File: src/rtl/dbgctl_pkg.sv
package dbgctl_pkg;
  localparam int unsigned WORD_W  = 32;
  localparam int unsigned IDX_W   = 4;
  localparam int unsigned HALF_W  = 16;
  localparam int unsigned OP_W    = 3;
  localparam int unsigned IDX_LSB = WORD_W - IDX_W;
  localparam int unsigned PAY_LSB = 8;
  localparam int unsigned IEN_LSB = 8;

  typedef enum logic [OP_W-1:0] {
    OP_RD_DC    = 3'd0,
    OP_RD_IC    = 3'd1,
    OP_RD_LOC   = 3'd2,
    OP_SET_IEN  = 3'd3,
    OP_FWD_DC   = 3'd4,
    OP_FWD_IC   = 3'd5,
    OP_LOAD_HLD = 3'd6,
    OP_EMIT     = 3'd7
  } dbg_op_e;

  typedef enum logic [1:0] {
    SRC_NONE = 2'd0,
    SRC_DC   = 2'd1,
    SRC_IC   = 2'd2,
    SRC_LOC  = 2'd3
  } rd_src_e;

  typedef struct packed {
    rd_src_e          src;
    logic [IDX_W-1:0] idx;
  } rd_sel_t;

  localparam logic [IDX_W-1:0] LOC_CNT = 4'd0;
  localparam logic [IDX_W-1:0] LOC_VER = 4'd1;
  localparam logic [IDX_W-1:0] LOC_IEN = 4'd2;
endpackage

File: src/rtl/dbgctl_cycle_cnt.sv
module dbgctl_cycle_cnt
  import dbgctl_pkg::*;
#(
  parameter int unsigned CNT_W = 32
) (
  input  logic              clk_i,
  input  logic              rst_ni,
  output logic [WORD_W-1:0] cnt_word_o
);
  logic [CNT_W-1:0] cnt_q, cnt_d;

  always_comb begin
    cnt_d = cnt_q + 1'b1;
  end

  always_ff @(posedge clk_i or negedge rst_ni) begin
    if (!rst_ni) cnt_q <= '0;
    else         cnt_q <= cnt_d;
  end

  always_comb begin
    cnt_word_o             = '0;
    cnt_word_o[CNT_W-1:0]  = cnt_q;
  end
endmodule

File: src/rtl/dbgctl_irq_ctl.sv
module dbgctl_irq_ctl
  import dbgctl_pkg::*;
(
  input  logic              clk_i,
  input  logic              rst_ni,
  input  logic              wr_en_i,
  input  dbg_op_e           op_i,
  input  logic [1:0]        ien_bits_i,
  input  logic              tx_empty_i,
  input  logic              tx_ready_i,
  input  logic              rx_avail_i,
  output logic [WORD_W-1:0] ien_word_o,
  output logic              irq_o
);
  logic [1:0] ien_q, ien_d;
  logic       ien_en;
  logic       irq_q, irq_d;

  always_comb begin
    ien_en = wr_en_i && (op_i == OP_SET_IEN);
    ien_d  = ien_bits_i;
    irq_d  = (ien_q[0] && tx_empty_i && tx_ready_i) || (ien_q[1] && rx_avail_i);
  end

  always_ff @(posedge clk_i or negedge rst_ni) begin
    if (!rst_ni) begin
      ien_q <= '0;
    end else if (ien_en) begin
      ien_q <= ien_d;
    end
  end

  always_ff @(posedge clk_i or negedge rst_ni) begin
    if (!rst_ni) irq_q <= 1'b0;
    else         irq_q <= irq_d;
  end

  always_comb begin
    ien_word_o                       = '0;
    ien_word_o[IEN_LSB+1:IEN_LSB]    = ien_q;
    irq_o                            = irq_q;
  end
endmodule

File: src/rtl/dbgctl_emit.sv
module dbgctl_emit
  import dbgctl_pkg::*;
(
  input  logic              clk_i,
  input  logic              rst_ni,
  input  logic              wr_en_i,
  input  dbg_op_e           op_i,
  input  logic [WORD_W-1:0] wdata_i,
  output logic              dc_valid_o,
  output logic              ic_valid_o,
  output logic [WORD_W-1:0] fwd_word_o,
  output logic              dbg_valid_o,
  output logic [WORD_W-1:0] dbg_word_o
);
  logic [HALF_W-1:0] pay;
  logic [HALF_W-1:0] hold_q;
  logic              hold_en;
  logic              dc_d, ic_d, dbg_d, fwd_en;
  logic              dc_q, ic_q, dbg_q;
  logic [WORD_W-1:0] fwd_q, dbgw_q, dbgw_d;

  always_comb begin
    pay     = wdata_i[PAY_LSB+HALF_W-1:PAY_LSB];
    hold_en = wr_en_i && (op_i == OP_LOAD_HLD);
    dc_d    = wr_en_i && (op_i == OP_FWD_DC);
    ic_d    = wr_en_i && (op_i == OP_FWD_IC);
    dbg_d   = wr_en_i && (op_i == OP_EMIT);
    fwd_en  = dc_d || ic_d;
    dbgw_d  = {hold_q, pay};
  end

  always_ff @(posedge clk_i or negedge rst_ni) begin
    if (!rst_ni) begin
      dc_q  <= 1'b0;
      ic_q  <= 1'b0;
      dbg_q <= 1'b0;
    end else begin
      dc_q  <= dc_d;
      ic_q  <= ic_d;
      dbg_q <= dbg_d;
    end
  end

  always_ff @(posedge clk_i or negedge rst_ni) begin
    if (!rst_ni) hold_q <= '0;
    else if (hold_en) hold_q <= pay;
  end

  always_ff @(posedge clk_i or negedge rst_ni) begin
    if (!rst_ni) fwd_q <= '0;
    else if (fwd_en) fwd_q <= wdata_i;
  end

  always_ff @(posedge clk_i or negedge rst_ni) begin
    if (!rst_ni) dbgw_q <= '0;
    else if (dbg_d) dbgw_q <= dbgw_d;
  end

  always_comb begin
    dc_valid_o  = dc_q;
    ic_valid_o  = ic_q;
    fwd_word_o  = fwd_q;
    dbg_valid_o = dbg_q;
    dbg_word_o  = dbgw_q;
  end
endmodule

File: src/rtl/dbgctl_rdsel.sv
module dbgctl_rdsel
  import dbgctl_pkg::*;
(
  input  logic              clk_i,
  input  logic              rst_ni,
  input  logic              wr_en_i,
  input  dbg_op_e           op_i,
  input  logic [IDX_W-1:0]  idx_i,
  input  logic [WORD_W-1:0] dc_rdata_i,
  input  logic [WORD_W-1:0] ic_rdata_i,
  input  logic [WORD_W-1:0] cnt_word_i,
  input  logic [WORD_W-1:0] ver_word_i,
  input  logic [WORD_W-1:0] ien_word_i,
  output logic [IDX_W-1:0]  sel_idx_o,
  output logic [WORD_W-1:0] rdata_o
);
  rd_sel_t sel_q, sel_d;

  always_comb begin
    sel_d.idx = idx_i;
    unique case (op_i)
      OP_RD_DC:  sel_d.src = SRC_DC;
      OP_RD_IC:  sel_d.src = SRC_IC;
      OP_RD_LOC: sel_d.src = SRC_LOC;
      default:   sel_d.src = SRC_NONE;
    endcase
  end

  always_ff @(posedge clk_i or negedge rst_ni) begin
    if (!rst_ni) begin
      sel_q.src <= SRC_NONE;
      sel_q.idx <= '0;
    end else if (wr_en_i) begin
      sel_q <= sel_d;
    end
  end

  always_comb begin
    sel_idx_o = sel_q.idx;
    rdata_o   = '0;
    unique case (sel_q.src)
      SRC_DC:  rdata_o = dc_rdata_i;
      SRC_IC:  rdata_o = ic_rdata_i;
      SRC_LOC: begin
        if      (sel_q.idx == LOC_CNT) rdata_o = cnt_word_i;
        else if (sel_q.idx == LOC_VER) rdata_o = ver_word_i;
        else if (sel_q.idx == LOC_IEN) rdata_o = ien_word_i;
        else                           rdata_o = '0;
      end
      default: rdata_o = '0;
    endcase
  end
endmodule

File: src/rtl/dbgctl_cmd_decoder.sv
module dbgctl_cmd_decoder
  import dbgctl_pkg::*;
#(
  parameter int unsigned CNT_W   = 32,
  parameter logic [31:0] VERSION = 32'h0001_0000
) (
  input  logic        clk_i,
  input  logic        rst_ni,
  input  logic        cmd_wr_i,
  input  logic [31:0] cmd_wdata_i,
  output logic [31:0] cmd_rdata_o,
  output logic [3:0]  dc_reg_idx_o,
  input  logic [31:0] dc_reg_rdata_i,
  output logic [3:0]  ic_reg_idx_o,
  input  logic [31:0] ic_reg_rdata_i,
  output logic        dc_fwd_valid_o,
  output logic [31:0] dc_fwd_word_o,
  output logic        ic_fwd_valid_o,
  output logic [31:0] ic_fwd_word_o,
  output logic        dbg_valid_o,
  output logic [31:0] dbg_word_o,
  input  logic        tx_empty_i,
  input  logic        tx_ready_i,
  input  logic        rx_avail_i,
  output logic        irq_o
);
  dbg_op_e           op;
  logic [IDX_W-1:0]  idx;
  logic [WORD_W-1:0] cnt_word, ien_word, fwd_word;
  logic [IDX_W-1:0]  sel_idx;

  always_comb begin
    op  = dbg_op_e'(cmd_wdata_i[OP_W-1:0]);
    idx = cmd_wdata_i[WORD_W-1:IDX_LSB];
  end

  dbgctl_cycle_cnt #(.CNT_W(CNT_W)) cnt_i (
    .clk_i      (clk_i),
    .rst_ni     (rst_ni),
    .cnt_word_o (cnt_word)
  );

  dbgctl_irq_ctl irq_i (
    .clk_i      (clk_i),
    .rst_ni     (rst_ni),
    .wr_en_i    (cmd_wr_i),
    .op_i       (op),
    .ien_bits_i (cmd_wdata_i[IEN_LSB+1:IEN_LSB]),
    .tx_empty_i (tx_empty_i),
    .tx_ready_i (tx_ready_i),
    .rx_avail_i (rx_avail_i),
    .ien_word_o (ien_word),
    .irq_o      (irq_o)
  );

  dbgctl_emit emit_i (
    .clk_i       (clk_i),
    .rst_ni      (rst_ni),
    .wr_en_i     (cmd_wr_i),
    .op_i        (op),
    .wdata_i     (cmd_wdata_i),
    .dc_valid_o  (dc_fwd_valid_o),
    .ic_valid_o  (ic_fwd_valid_o),
    .fwd_word_o  (fwd_word),
    .dbg_valid_o (dbg_valid_o),
    .dbg_word_o  (dbg_word_o)
  );

  dbgctl_rdsel rdsel_i (
    .clk_i      (clk_i),
    .rst_ni     (rst_ni),
    .wr_en_i    (cmd_wr_i),
    .op_i       (op),
    .idx_i      (idx),
    .dc_rdata_i (dc_reg_rdata_i),
    .ic_rdata_i (ic_reg_rdata_i),
    .cnt_word_i (cnt_word),
    .ver_word_i (VERSION),
    .ien_word_i (ien_word),
    .sel_idx_o  (sel_idx),
    .rdata_o    (cmd_rdata_o)
  );

  always_comb begin
    dc_reg_idx_o  = sel_idx;
    ic_reg_idx_o  = sel_idx;
    dc_fwd_word_o = fwd_word;
    ic_fwd_word_o = fwd_word;
  end
endmodule

File: config.mk
export PLATFORM = sky130hd
export DESIGN_NAME = dbgctl_cmd_decoder
export DESIGN_NICKNAME = d
export VERILOG_FILES = /design/src/rtl/dbgctl_pkg.sv /design/src/rtl/dbgctl_cycle_cnt.sv /design/src/rtl/dbgctl_irq_ctl.sv /design/src/rtl/dbgctl_emit.sv /design/src/rtl/dbgctl_rdsel.sv /design/src/rtl/dbgctl_cmd_decoder.sv
export SDC_FILE = /design/constraint.sdc
export NUM_CORES = 1
export LEC_CHECK = 0
export BUFFER_PORTS_ARGS = -buffer_cell sky130_fd_sc_hd__buf_2
export CAP_MARGIN = 20
export CORE_MARGIN = 2
export CORE_UTILIZATION = 46
export DETAILED_ROUTE_END_ITERATION = 10
export PLACE_DENSITY = 0.78
export SYNTH_ARGS = -nofsm -noshare
export SYNTH_HDL_FRONTEND = slang
export SYNTH_HIERARCHICAL = 1
export SYNTH_SLANG_ARGS = --single-unit
File: constraint.sdc
create_clock -name clk_i -period 1.55 [get_ports clk_i]
set_input_delay 0.0775 -clock clk_i [delete_from_list [all_inputs] [get_ports clk_i]]
set_output_delay 0.0775 -clock clk_i [all_outputs]
set_load 0.05 [all_outputs]
# After elaboration in Yosys (flattened, before gate mapping)
# Index checks and enable logic that the tools add are counted.
dict set report classes {
  order_cmp 0
  div 0
  n_shift 0
  mux 5
  n_addsub 1
  n_reduce_logical 12
  bitwise_logic 0
  n_mul 0
  n_eq_ne 12
}
# op n
set ops {}
lappend ops {{32-bit case mux with 3 select lines} 1}
lappend ops {{32-bit two-way mux} 2}
lappend ops {{32-bit by 1-bit adder with 32-bit output, second input constant} 1}
lappend ops {{3-bit == test, second input constant} 4}
lappend ops {{10-bit two-way mux} 1}
lappend ops {{1-bit logical AND} 8}
lappend ops {{3-bit by 2-bit == test with 1-bit output, second input constant} 2}
lappend ops {{2-bit case mux with 3 select lines} 1}
lappend ops {{2-bit == test, second input constant} 2}
lappend ops {{4-bit by 1-bit == test with 1-bit output, second input constant} 1}
lappend ops {{4-bit by 2-bit == test with 1-bit output, second input constant} 1}
lappend ops {{4-bit zero test} 1}
lappend ops {{3-bit by 1-bit == test with 1-bit output, second input constant} 1}
lappend ops {{3-bit zero test} 1}
lappend ops {{2-bit by 1-bit == test with 1-bit output, second input constant} 1}
lappend ops {{1-bit logical OR} 2}
dict set report word_totals {
  latchBits 0
  mem_bits_rw 0
  word_cells 41
  n_memories 0
  reg_bits 124
  in_bits 102
  out_inout_bits 140
  rom_bits 0
}

# Logic depth before layout (Yosys ltp)
dict set report logic_depth {
  ltp_word 5
  depth_mapped 6
  ltp_nobuf 5
}

# Modules after synthesis
# The synthesis kept the hierarchy.
# module cells_per_inst n_inst area_each_um2 seq_area_each_um2
set by_module_without_submodules {}
lappend by_module_without_submodules {dbgctl_emit 177 1 3069.2 2077.0}
lappend by_module_without_submodules {dbgctl_rdsel 180 1 1747.9 150.1}
lappend by_module_without_submodules {dbgctl_cycle_cnt 127 1 1478.9 800.8}
lappend by_module_without_submodules {dbgctl_irq_ctl 38 1 367.9 75.1}
lappend by_module_without_submodules {dbgctl_cmd_decoder 38 1 277.8 0.0}

# Worst setup path before layout
# No wires, ideal clock.
dict set report synth_path {
  path_kind {register -> output}
  start {register rdsel_i.sel_q (netlist bit rdsel_i/sel_idx_o[0])}
  end {output cmd_rdata_o[12]}
  t_required_ns 1.472
  t_arrival_ns 2.004
  stages_incl_launch_ff 6
  path_buffers 2
  setup_slack_ns -0.531
  cell_sequence {dfrtp_1 > inv_2 > buf_4 > buf_2 > o22ai_1 > o31ai_1}
}
dict set report synth_between {
  elab_chain_len 3
}
# item line
set synth_rtl {}
lappend synth_rtl {{from (decl)} dbgctl_rdsel.sv:17} ;# rd_sel_t sel_q, sel_d;
lappend synth_rtl {{from (signal assigned)} dbgctl_rdsel.sv:34} ;# sel_q <= sel_d;
lappend synth_rtl {{4-bit zero test} dbgctl_rdsel.sv:45} ;# if (sel_q.idx == LOC_CNT) rdata_o = cnt_word_i;
lappend synth_rtl {{32-bit two-way mux} dbgctl_rdsel.sv:45}
lappend synth_rtl {{32-bit case mux with 3 select lines} dbgctl_rdsel.sv:41} ;# unique case (sel_q.src)
lappend synth_rtl {{to (decl)} dbgctl_cmd_decoder.sv:11} ;# output logic [31:0] cmd_rdata_o,
# Every way passes these cells.

# Worst setup path in the final report
dict set report layout_path {
  start {register rdsel_i.sel_q (netlist bit rdsel_i/sel_idx_o[3])}
  end {output cmd_rdata_o[13]}
}
# Same word-level chain as after synthesis.

==> run_results.csv <==
group,metric,value,unit
cts,clockRootBuffer,"clkbuf_16",
sta,finalSetupViolCount,45,
detailed_routing,firstDrtPassIters,4,
floorplanning,fp.dieW,126.8,um
synthesis,synthFlopType,"dfrtp_1",
grt,grt_pass1_vias,5501,
critical_path,critPathKind,"reg2out",
detailed_routing,post-route-drc-count,0,
placement,place_ws,-14.37,ps
sta,tightestPinTransition,625.3,ps
detailed_routing,vias_per_cell,5.209,
cts,clk_pin_slew,60,ps
critical_path,crit_path_end_kind,"output port",
sta,fin_ws,-322.2,ps
synthesis,synthCells,560,
finish,drive_above_1_share,61.70,%
synthesis,synth_seq_area_share,44.70,%
synthesis,synthesis.area,6942,um^2
sta,fmax,534.1,MHz
detailed_routing,wirelength,19470,um
power,ir_drop,1134,uV
cts,insertion_delay,410,ps
floorplanning,core-area,14640,um^2
synthesis,yosys.area_share.simple,6.741,%
critical_path,critPathLaunchType,"flip-flop",
status,status,"finished with violations",
floorplanning,initial_core_util,47.40,%
hold_path,hp-class,"in2reg",
detailed_routing,ant_nets,0,
run,drv_cap,0,
detailed_routing,wl_per_cell,18.30,um
finish,final_nets,971,
synthesis,synth_cell_types,46,
critical_path,worstPathRequired,1470,ps
synthesis,ys_warn_count,6,
sta,rsz0062_at_grt,"yes",
sta,setup_tns,-9108,ps
power,power.density,1320,nW/um^2
finish,n_antenna_cell,0,
finish,fillCellCount,983,
finish,final_cell_area,10230,um^2
synthesis,muxShareOfSynthArea,14.22,%
sta,whs,73.30,ps
status,violations,"negative setup slack",
detailed_routing,drt_first_iter_violations,247,
synthesis,synth_largest_area_cell,"dfrtp_1",
floorplanning,die_area,16090,um^2
grt,grt-ovfl-total,0,
grt,antenna_found_initial,0,
finish,post-route-util,69.84,%
floorplanning,ios,242,
floorplanning,rows,44,
synthesis,synth-compound-area-share,18.35,%
sta,period_share,120.8,%
placement,place_congestion,0.8107,
grt,grt_pass1_wl,28620,um
placement,io_buffers,241,
synthesis,synthXorXnorAreaFrac,3.911,%
sta,slew_viol_final,0,
critical_path,cp_data_arrival_time,1790,ps
cts,cts_made_buffers,17,
cts,cts_sinks,124,
synthesis,synthTopCellsByArea,"dfrtp_1 45%, mux2_2 14%, buf_4 8.4%",
cts,htreeDepth,4,
cts,clk_path_buf_depth,2,
synthesis,synthArstFlopShare,100.0,%
cts,tritoncts,"built",
floorplanning,fp.dieH,126.8,um
synthesis,ys_ff_latch,124,
placement,hpwl,11520,um
synthesis,synthAdderAreaFrac,0.1802,%
synthesis,synth_edf_count,0,
synthesis,syn_area_per_cell,12.40,um^2
finish,area.growth.synth_to_final,47.33,%
synthesis,synthDominantCellAreaShare,44.70,%
power,p_leak,5.025,nW
placement,placed_cell_area,8459,um^2
sta,skew,9.567,ps
grt,grt_max_degree,37,
synthesis,synth_top_family_by_area,"compound AO/OA/AOI/OAI gates",
detailed_routing,vias,5542,
sta,hold_viol_final,0,
sta,slew_headroom,58.16,%
sta,finalCriticalPeriod,1872,ps
grt,track_usage,22.34,%
critical_path,worstPathMaxFanout,16,
==> per-stage QoR <==
stage / power, mW / std cells
final: 13.50 / 1064
after CTS: 13.30 / 1054
after global routing: 14.00 / 1064
after global placement: 8.803 / 985
after floorplan: 7.973 / 619
after detailed placement: 8.871 / 985
==> cell usage after synthesis (3+ instances only) <==
| cell type | instances |
|---|---|
| nor3_1 | 4 |
| nand2_1 | 10 |
| buf_2 | 20 |
| nor2_1 | 11 |
| conb_1 | 3 |
| mux2_2 | 85 |
| and4_1 | 4 |
| inv_1 | 7 |
| xor2_1 | 20 |
| nand4_1 | 3 |
| o22ai_2 | 30 |
| nor4_1 | 4 |
| a22oi_1 | 32 |
| nor4_2 | 5 |
| o31ai_2 | 30 |
| xnor2_1 | 11 |
| dfrtp_1 | 124 |
| a21boi_0 | 32 |
| buf_4 | 78 |
| nand3_1 | 11 |
| buf_12 | 3 |
==> power breakdown <==
| group | total (mW) | leakage, nW | internal (mW) | switching (mW) |
|---|---|---|---|---|
| clock | 4.15 | 0.305 | 2.61 | 1.53 |
| combinational | 5.23 | 3.18 | 1.56 | 3.67 |
| sequential | 4.12 | 1.54 | 3.77 | 0.351 |
| total | 13.5 | 5.02 | 7.95 | 5.55 |
==> worst max-delay path, stage by stage, from the launching register on <==
cell and delay (ps):
dfrtp_1 410, nor2_4 140, nand3_4 130, buf_12 190
o31ai_2 310, buf_6 200
==> layout by cell type, fill, tap and decap left out, types with 4 or more instances in the layout <==
cell,instances
nor3_4,4
xnor2_1,10
dlygate4sd3_1,33
conb_1,62
nand2_1,9
buf_2,208
or3_4,4
and4_1,4
buf_6,37
a21boi_0,32
mux2_2,85
inv_6,6
inv_1,7
xor2_1,20
dfrtp_1,122
o31ai_4,17
buf_4,43
clkbuf_16,20
nor4_4,10
a22oi_1,15
nor2_1,7
o22ai_2,25
nor2_4,4
o22ai_4,7
a22oi_2,17
nand3_1,9
buf_12,10
o31ai_2,15
==> sequential cells by signal, indices dropped and copies added, names as in the netlist <==
register            cells
rdsel_i/sel_q           2
irq_i/irq_o             1
emit_i/dbg_word_o      32
emit_i/dc_valid_o       1
emit_i/ic_valid_o       1
emit_i/hold_q          16
rdsel_i/sel_idx_o       4
emit_i/dbg_valid_o      1
emit_i/fwd_word_o      32
irq_i/ien_q             2
cnt_i/cnt_word_o       32
==> metal layers <==
| layer | vias to the layer above | GRT usage (%) | routed length (um) |
|---|---|---|---|
| met1 | 2764 | 26.77 | 7674 |
| met5 | - | 0 | 0 |
| met2 | 203 | 39.69 | 10430 |
| met4 | 0 | 7.886 | 360 |
| met3 | 32 | 4.808 | 1007 |
| li1 | 2543 | - | - |
==> final cells by class <==
class / count / area (um^2) / area share, %
tap: 184 / 230.2 / 2.251
timing repair buffer: 335 / 2414 / 23.60
sequential: 124 / 3105 / 30.36
inverter: 8 / 32.53 / 0.3181
clock inverter: 13 / 180.2 / 1.762
multi-input combinational: 382 / 3826 / 37.41
clock buffer: 18 / 439.2 / 4.294
==> timing repair <==
item / 4_1_cts / 5_1_grt
buffers inserted: 4 / 6
hold endpoints to repair: 158 / 0
gates resized for setup: 79 / 61
hold buffers: 33 / 0
cloned: 2 / 4
pin swaps: 5 / 22
endpoints found under the setup margin: 45 / 50
==> final timing paths <==
check | from | depth (start not counted) | to | slack [ps]
setup / recovery | rdsel_i/sel_idx_o[3]$_DFFE_PN0P_ | 5 | cmd_rdata_o[13] | -320
hold / removal | cmd_wdata_i[1] | 2 | emit_i/fwd_word_o[1]$_DFFE_PN0P_ | 70
setup reg to reg | cnt_i/cnt_word_o[5]$_DFF_PN0_ | 5 | cnt_i/cnt_word_o[31]$_DFF_PN0_ | -100
hold reg to reg | cnt_i/cnt_word_o[31]$_DFF_PN0_ | 1 | cnt_i/cnt_word_o[31]$_DFF_PN0_ | 500
max in group asynchronous | rst_ni | 3 | rdsel_i/sel_q[5]$_DFFE_PN0P_ | 820
min in group asynchronous | rst_ni | 2 | emit_i/fwd_word_o[13]$_DFFE_PN0P_ | 160
==> cells by family after synthesis <==
family / count (synthesis)
xor gates and xnor gates: 31
AOI/OAI and AO/OA: 130
adders and majority gates: 1
other: 3
buffers and inverters: 115
and+or+nand+nor: 69
muxes: 87
DFF: 124
(Power assumes the default switching activity.)
